## src/rtl/exb_pkg.sv

```systemverilog
package exb_pkg;
  typedef enum logic [1:0] {
    ST_IDLE = 2'd0,
    ST_HOLD = 2'd1,
    ST_ACK  = 2'd2
  } exb_state_e;
endpackage

```

## src/rtl/exb_sync2.sv

```systemverilog
module exb_sync2 #(
  parameter int W = 2
) (
  input  logic         clk,
  input  logic         rst,
  input  logic [W-1:0] d_i,
  output logic [W-1:0] q_o
);
  logic [W-1:0] stage1;
  logic [W-1:0] stage2;

  // Strobes are active low, so the idle value after reset is all ones.
  always_ff @(posedge clk) begin
    if (rst) begin
      stage1 <= '1;
      stage2 <= '1;
    end else begin
      stage1 <= d_i;
      stage2 <= stage1;
    end
  end

  assign q_o = stage2;
endmodule

```

## src/rtl/exb_window_dec.sv

```systemverilog
module exb_window_dec #(
  parameter int ADDR_W   = 20,
  parameter int SEL_LSB  = 14,
  parameter int SEL_W    = 4,
  parameter int CARD_SEL = 9,
  parameter int REG_AW   = 3
) (
  input  logic [ADDR_W-1:0] addr_i,
  output logic              hit_o,
  output logic [REG_AW-1:0] idx_o
);
  localparam int SEL_MSB = SEL_LSB + SEL_W - 1;
  localparam logic [SEL_W-1:0] SEL_VAL = SEL_W'(CARD_SEL);

  assign hit_o = (addr_i[SEL_MSB:SEL_LSB] == SEL_VAL);
  assign idx_o = addr_i[REG_AW-1:0];
endmodule

```

## src/rtl/exb_regfile.sv

```systemverilog
module exb_regfile #(
  parameter int DATA_W = 8,
  parameter int AW     = 3
) (
  input  logic              clk,
  input  logic              we_i,
  input  logic [AW-1:0]     waddr_i,
  input  logic [DATA_W-1:0] wdata_i,
  input  logic              re_i,
  input  logic [AW-1:0]     raddr_i,
  output logic [DATA_W-1:0] rdata_o
);
  localparam int DEPTH = 1 << AW;

  logic [DATA_W-1:0] mem [DEPTH];

  // Synchronous write and registered read map onto block RAM.
  always_ff @(posedge clk) begin
    if (we_i) mem[waddr_i] <= wdata_i;
  end

  always_ff @(posedge clk) begin
    if (re_i) rdata_o <= mem[raddr_i];
  end
endmodule

```

## src/rtl/exb_responder.sv

```systemverilog
module exb_responder #(
  parameter int ADDR_W   = 20,
  parameter int DATA_W   = 8,
  parameter int SEL_LSB  = 14,
  parameter int SEL_W    = 4,
  parameter int CARD_SEL = 9,
  parameter int REG_AW   = 3,
  parameter int WAIT_W   = 4
) (
  input  logic              clk,
  input  logic              rst,
  input  logic [ADDR_W-1:0] addr_i,
  input  logic              as_n_i,
  input  logic              ds_n_i,
  input  logic              rd_nwr_i,
  input  logic [DATA_W-1:0] data_i,
  input  logic [WAIT_W-1:0] wait_i,
  output logic              board_dis_o,
  output logic              dtack_n_o,
  output logic              dtack_oe_o,
  output logic [DATA_W-1:0] data_o,
  output logic              data_oe_o
);
  import exb_pkg::*;

  localparam logic [WAIT_W-1:0] WAIT_ONE = WAIT_W'(1);

  logic [1:0]        strb_s;
  logic              strobe_on;
  logic              hit;
  logic [REG_AW-1:0] idx;

  exb_state_e        state;
  logic              dis_q;
  logic              ack_q;
  logic              doe_q;
  logic              rd_q;
  logic [REG_AW-1:0] idx_q;
  logic [WAIT_W-1:0] cnt_q;
  logic [WAIT_W-1:0] limit_q;

  logic              take;
  logic              fire;
  logic              we;
  logic              re;

  exb_sync2 #(.W(2)) i_sync (
    .clk (clk),
    .rst (rst),
    .d_i ({as_n_i, ds_n_i}),
    .q_o (strb_s)
  );

  assign strobe_on = ~strb_s[1] & ~strb_s[0];

  exb_window_dec #(
    .ADDR_W   (ADDR_W),
    .SEL_LSB  (SEL_LSB),
    .SEL_W    (SEL_W),
    .CARD_SEL (CARD_SEL),
    .REG_AW   (REG_AW)
  ) i_dec (
    .addr_i (addr_i),
    .hit_o  (hit),
    .idx_o  (idx)
  );

  assign take = (state == ST_IDLE) && strobe_on && hit;
  assign fire = (state == ST_HOLD) && strobe_on && (cnt_q >= limit_q);
  assign we   = fire && !rd_q;
  assign re   = take && rd_nwr_i;

  exb_regfile #(
    .DATA_W (DATA_W),
    .AW     (REG_AW)
  ) i_regs (
    .clk     (clk),
    .we_i    (we),
    .waddr_i (idx_q),
    .wdata_i (data_i),
    .re_i    (re),
    .raddr_i (idx),
    .rdata_o (data_o)
  );

  always_ff @(posedge clk) begin
    if (rst) begin
      state   <= ST_IDLE;
      dis_q   <= 1'b0;
      ack_q   <= 1'b0;
      doe_q   <= 1'b0;
      rd_q    <= 1'b0;
      idx_q   <= '0;
      cnt_q   <= '0;
      limit_q <= WAIT_ONE;
    end else begin
      unique case (state)
        ST_IDLE: begin
          if (take) begin
            state   <= ST_HOLD;
            dis_q   <= 1'b1;
            doe_q   <= rd_nwr_i;
            rd_q    <= rd_nwr_i;
            idx_q   <= idx;
            cnt_q   <= WAIT_ONE;
            limit_q <= (wait_i == '0) ? WAIT_ONE : wait_i;
          end
        end
        ST_HOLD: begin
          if (!strobe_on) begin
            state <= ST_IDLE;
            dis_q <= 1'b0;
            doe_q <= 1'b0;
          end else if (fire) begin
            state <= ST_ACK;
            ack_q <= 1'b1;
          end else begin
            cnt_q <= cnt_q + WAIT_ONE;
          end
        end
        ST_ACK: begin
          if (!strobe_on) begin
            state <= ST_IDLE;
            dis_q <= 1'b0;
            ack_q <= 1'b0;
            doe_q <= 1'b0;
          end
        end
        default: begin
          state <= ST_IDLE;
          dis_q <= 1'b0;
          ack_q <= 1'b0;
          doe_q <= 1'b0;
        end
      endcase
    end
  end

  assign board_dis_o = dis_q;
  assign dtack_oe_o  = ack_q;
  assign dtack_n_o   = ~ack_q;
  assign data_oe_o   = doe_q;
endmodule

```

## config.mk

```make
export PLATFORM = sky130hd
export DESIGN_NAME = exb_responder
export DESIGN_NICKNAME = d
export VERILOG_FILES = /design/src/rtl/exb_pkg.sv /design/src/rtl/exb_sync2.sv /design/src/rtl/exb_window_dec.sv /design/src/rtl/exb_regfile.sv /design/src/rtl/exb_responder.sv
export SDC_FILE = /design/constraint.sdc
export NUM_CORES = 1
export LEC_CHECK = 0
export BUFFER_PORTS_ARGS = -buffer_cell sky130_fd_sc_hd__clkbuf_2
export CORE_AREA = 5 5 93 95
export DETAILED_ROUTE_END_ITERATION = 7
export DIE_AREA = 0 0 98 100
export GPL_ROUTABILITY_DRIVEN = 0
export PLACE_DENSITY = 0.71
export SYNTH_ARGS = -nofsm -noshare
export SYNTH_HDL_FRONTEND = slang
export SYNTH_SLANG_ARGS = --single-unit
```

## constraint.sdc

```tcl
create_clock -name clk -period 5.3 [get_ports clk]
set_input_delay 0 -clock clk [delete_from_list [all_inputs] [get_ports clk]]
set_output_delay 0 -clock clk [all_outputs]
set_load 0.02 [all_outputs]
```

==> key figures <==
Outcome
  – Status: complete, no violations

Critical path
  – Crit path capture type: register
  – WP buf/inv: 1
  – Worst path depth: 6
  – Crit-path cells: inv_1, ha_1, nand2_1, nor3_2, or2b_1, nor4b_2
  – Slowest cell on crit path: nor4b_2
  – CP max FO: 8
  – FF-to-FF path depth: 6
  – R2R setup slack: 2340 ps
  – Critical Path Max Stage Delay: 910 ps
  – CP Class: register to register
  – Worst Path Arrival: 2930 ps
  – Delay-heaviest family, CP: simple AND/OR/NAND/NOR gates
  – Required @ worst endpoint: 5270 ps
  – Startpoint types: register

Drt
  – Routed length per instance: 16.8 um
  – Via density: 5.33
  – Via count: 2084
  – Final WL: 6580 um
  – First-pass DRT Iterations: 4
  – Initial DRC Count: 91
  – Drt drc: 0
  – Antenna Nets Post-Route: 0

Floorplan
  – Initial Utilization: 0.492
  – I/O Pins: 49
  – Area of the core: 7650 um2
  – Die extent in x: 98 um
  – Die height: 100 um
  – Die Footprint: 9800 um2
  – # rows: 32

Clock network
  – Clk Tree Root Cell: clkbuf_8
  – Hold Buf Count CTS: 15
  – Post-CTS Setup Bufs: 0
  – Clock H-tree levels: 3
  – Total CTS buffers: 9
  – CTS Sinks: 93
  – Clk_lat worst skew: 360 ps
  – Reg clk slew, reported paths: 100 ps
  – Clock buffer depth: 2
  – CTS tree: yes
  – Post_cts resized: 0

Synthesis
  – Post-synthesis register bit count: 93
  – Syn Inst Count: 230
  – Synthesized cell area: 3760 um2
  – Post-Syn Nets: 276
  – Seq/Total Area, Yosys: 0.687
  – Synth unique cells: 41
  – Ys Warns: 0
  – Top-area cell type share of the netlist area: 0.575
  – Post-synth top area cell: edfxtp_1
  – Synth top area cells: edfxtp_1, dfxtp_1, mux4_2, ha_1, mux2_2
  – Avg Inst Size Synth: 16.4 um2

STA
  – Final setup violation count: 0
  – Fin. Hold Viols: 0
  – WHS: 112 ps
  – Slew headroom: 0.265
  – Unrepaired setup endpoints after global routing: no
  – Min Tclk post-route: 2960 ps
  – Fin Clk Skew: 16.4 ps
  – TNS Setup: 0 ps
  – Max frequency: 338 MHz
  – Max-slew violations: 0
  – Period utilization: 0.558
  – Worst Max-Slew Pin Slew: 1100 ps

Final layout
  – Core Util, Final: 0.578
  – Area Growth Syn to Fin: 17.6%
  – Layout fillers: 596
  – Storage element area: 2580 um2
  – Nets: 330
  – Number of diodes: 0
  – Ratio of cells with drive above 1 in the final layout: 0.308
  – Finished Layout Cells: 391
  – Area of the multi-input gates: 1120 um2

Job
  – Max Cap Viol: 0

Placed design
  – I/O Buffers: 35
  – DP Wirelength: 4250 um
  – Placed instance count: 360

Global route
  – Grt ovf: 0
  – First-pass GRT wire length: 11000 um
  – Antenna violations before repair: 0
  – Vias in the first global route: 2188
  – GRT Total Usage: 0.147
  – Largest net degree at the start of global routing: 22

Power
  – Leakage Power: 0.00153 uW
  – Peak VDD IR: 0.114 mV
  – Power per cell area: 307 nW/um2

Hold path
  – Hold Crit Class: input port to register
  – Hold Path Depth: 2
## routing by layer
layer,vias up,share of wire,global-route usage
li1,1000,-,-
met1,1030,0.42,0.177
met2,42,0.53,0.260
met3,12,0.037,0.0236
met4,0,0.016,0.0639
met5,-,0,0
## report_power, final
| part | switching (uW) | internal (uW) |
|---|---|---|
| Combinational | 37.3 | 38.3 |
| Sequential | 1.48 | 786 |
| Clock | 265 | 230 |
## synthesized netlist by cell type
master,instances
a2111oi_4,1
a211o_1,1
a211oi_1,1
a21o_1,3
a21oi_1,7
a22o_1,1
a22oi_1,1
a31oi_1,2
a32oi_1,1
and4bb_2,1
buf_1,1
buf_2,2
clkbuf_1,6
dfxtp_1,21
edfxtp_1,72
ha_1,9
inv_1,8
mux2_2,8
mux2i_1,6
mux4_2,16
nand2_1,8
nand2b_1,1
nand2b_4,1
nand3_1,3
nand3b_1,1
nand4_1,2
nor2_1,20
nor2_4,1
nor2b_1,1
nor3_1,4
nor3_2,1
nor4_1,2
nor4b_1,2
o211ai_1,1
o21a_1,3
o21ai_0,3
o21bai_1,1
or2_2,4
or2b_1,1
or3_2,1
or4_1,1
## cells in the final DEF, fill, tap and decap left out, drive strengths merged, types with 2 or more instances in the layout
cell type	n
nand2	8
inv	11
ha	9
mux2	8
dlygate4sd3	15
or2	4
a21o	3
nor4b	2
buf	2
a31oi	2
nor4	2
o21a	3
o21ai	3
a21oi	7
clkinvlp	2
clkbuf	44
nand3	3
edfxtp	72
nor3	5
nand4	2
dfxtp	21
nand2b	2
mux2i	6
nor2	21
mux4	16
## layout make-up
type | instances | area share
Multi-Input combinational cell | 120 | 0.254
Tap cell | 102 | 0.0289
Clock buffer | 9 | 0.0280
Inverter | 8 | 0.00679
Clock inverter | 7 | 0.0209
Sequential cell | 93 | 0.584
Timing Repair Buffer | 52 | 0.0770
## stage by stage
stage	instance area, um2	worst slack [ps]	total power, uW
global placement	4060	2370	870
floorplan	3760	2520	850
CTS	4420	2290	1370
global route	4420	2130	1410
finish	4420	2340	1360
detailed placement	4060	2340	872
## path summary, 6_finish.rpt
check                                       from          endpoint
worst max-delay path                    state[1]  i_regs.mem[4][2]
worst min-delay path                         rst        dtack_oe_o
worst max register to register          state[1]  i_regs.mem[4][2]
worst min register to register  i_sync.stage1[1]     i_sync.q_o[1]
## registers in the layout, summed over array words and instances, names as in the netlist, 2 cells and up
signal / cells
cnt_q: 4
i_regs.mem: 64
i_regs.rdata_o: 8
i_sync.q_o: 2
i_sync.stage1: 2
idx_q: 3
limit_q: 4
state: 2
## cells by family after synthesis
group,after synthesis,synth area share
flip-flops,93,0.687
AND/OR/NAND/NOR,55,0.0792
multiplexers,30,0.136
AO/OA/AOI/OAI,26,0.0509
buffers and inverters,17,0.0176
adder cells (fa/ha/maj),9,0.0299
Note: power is estimated with default switching activity, not from simulation.
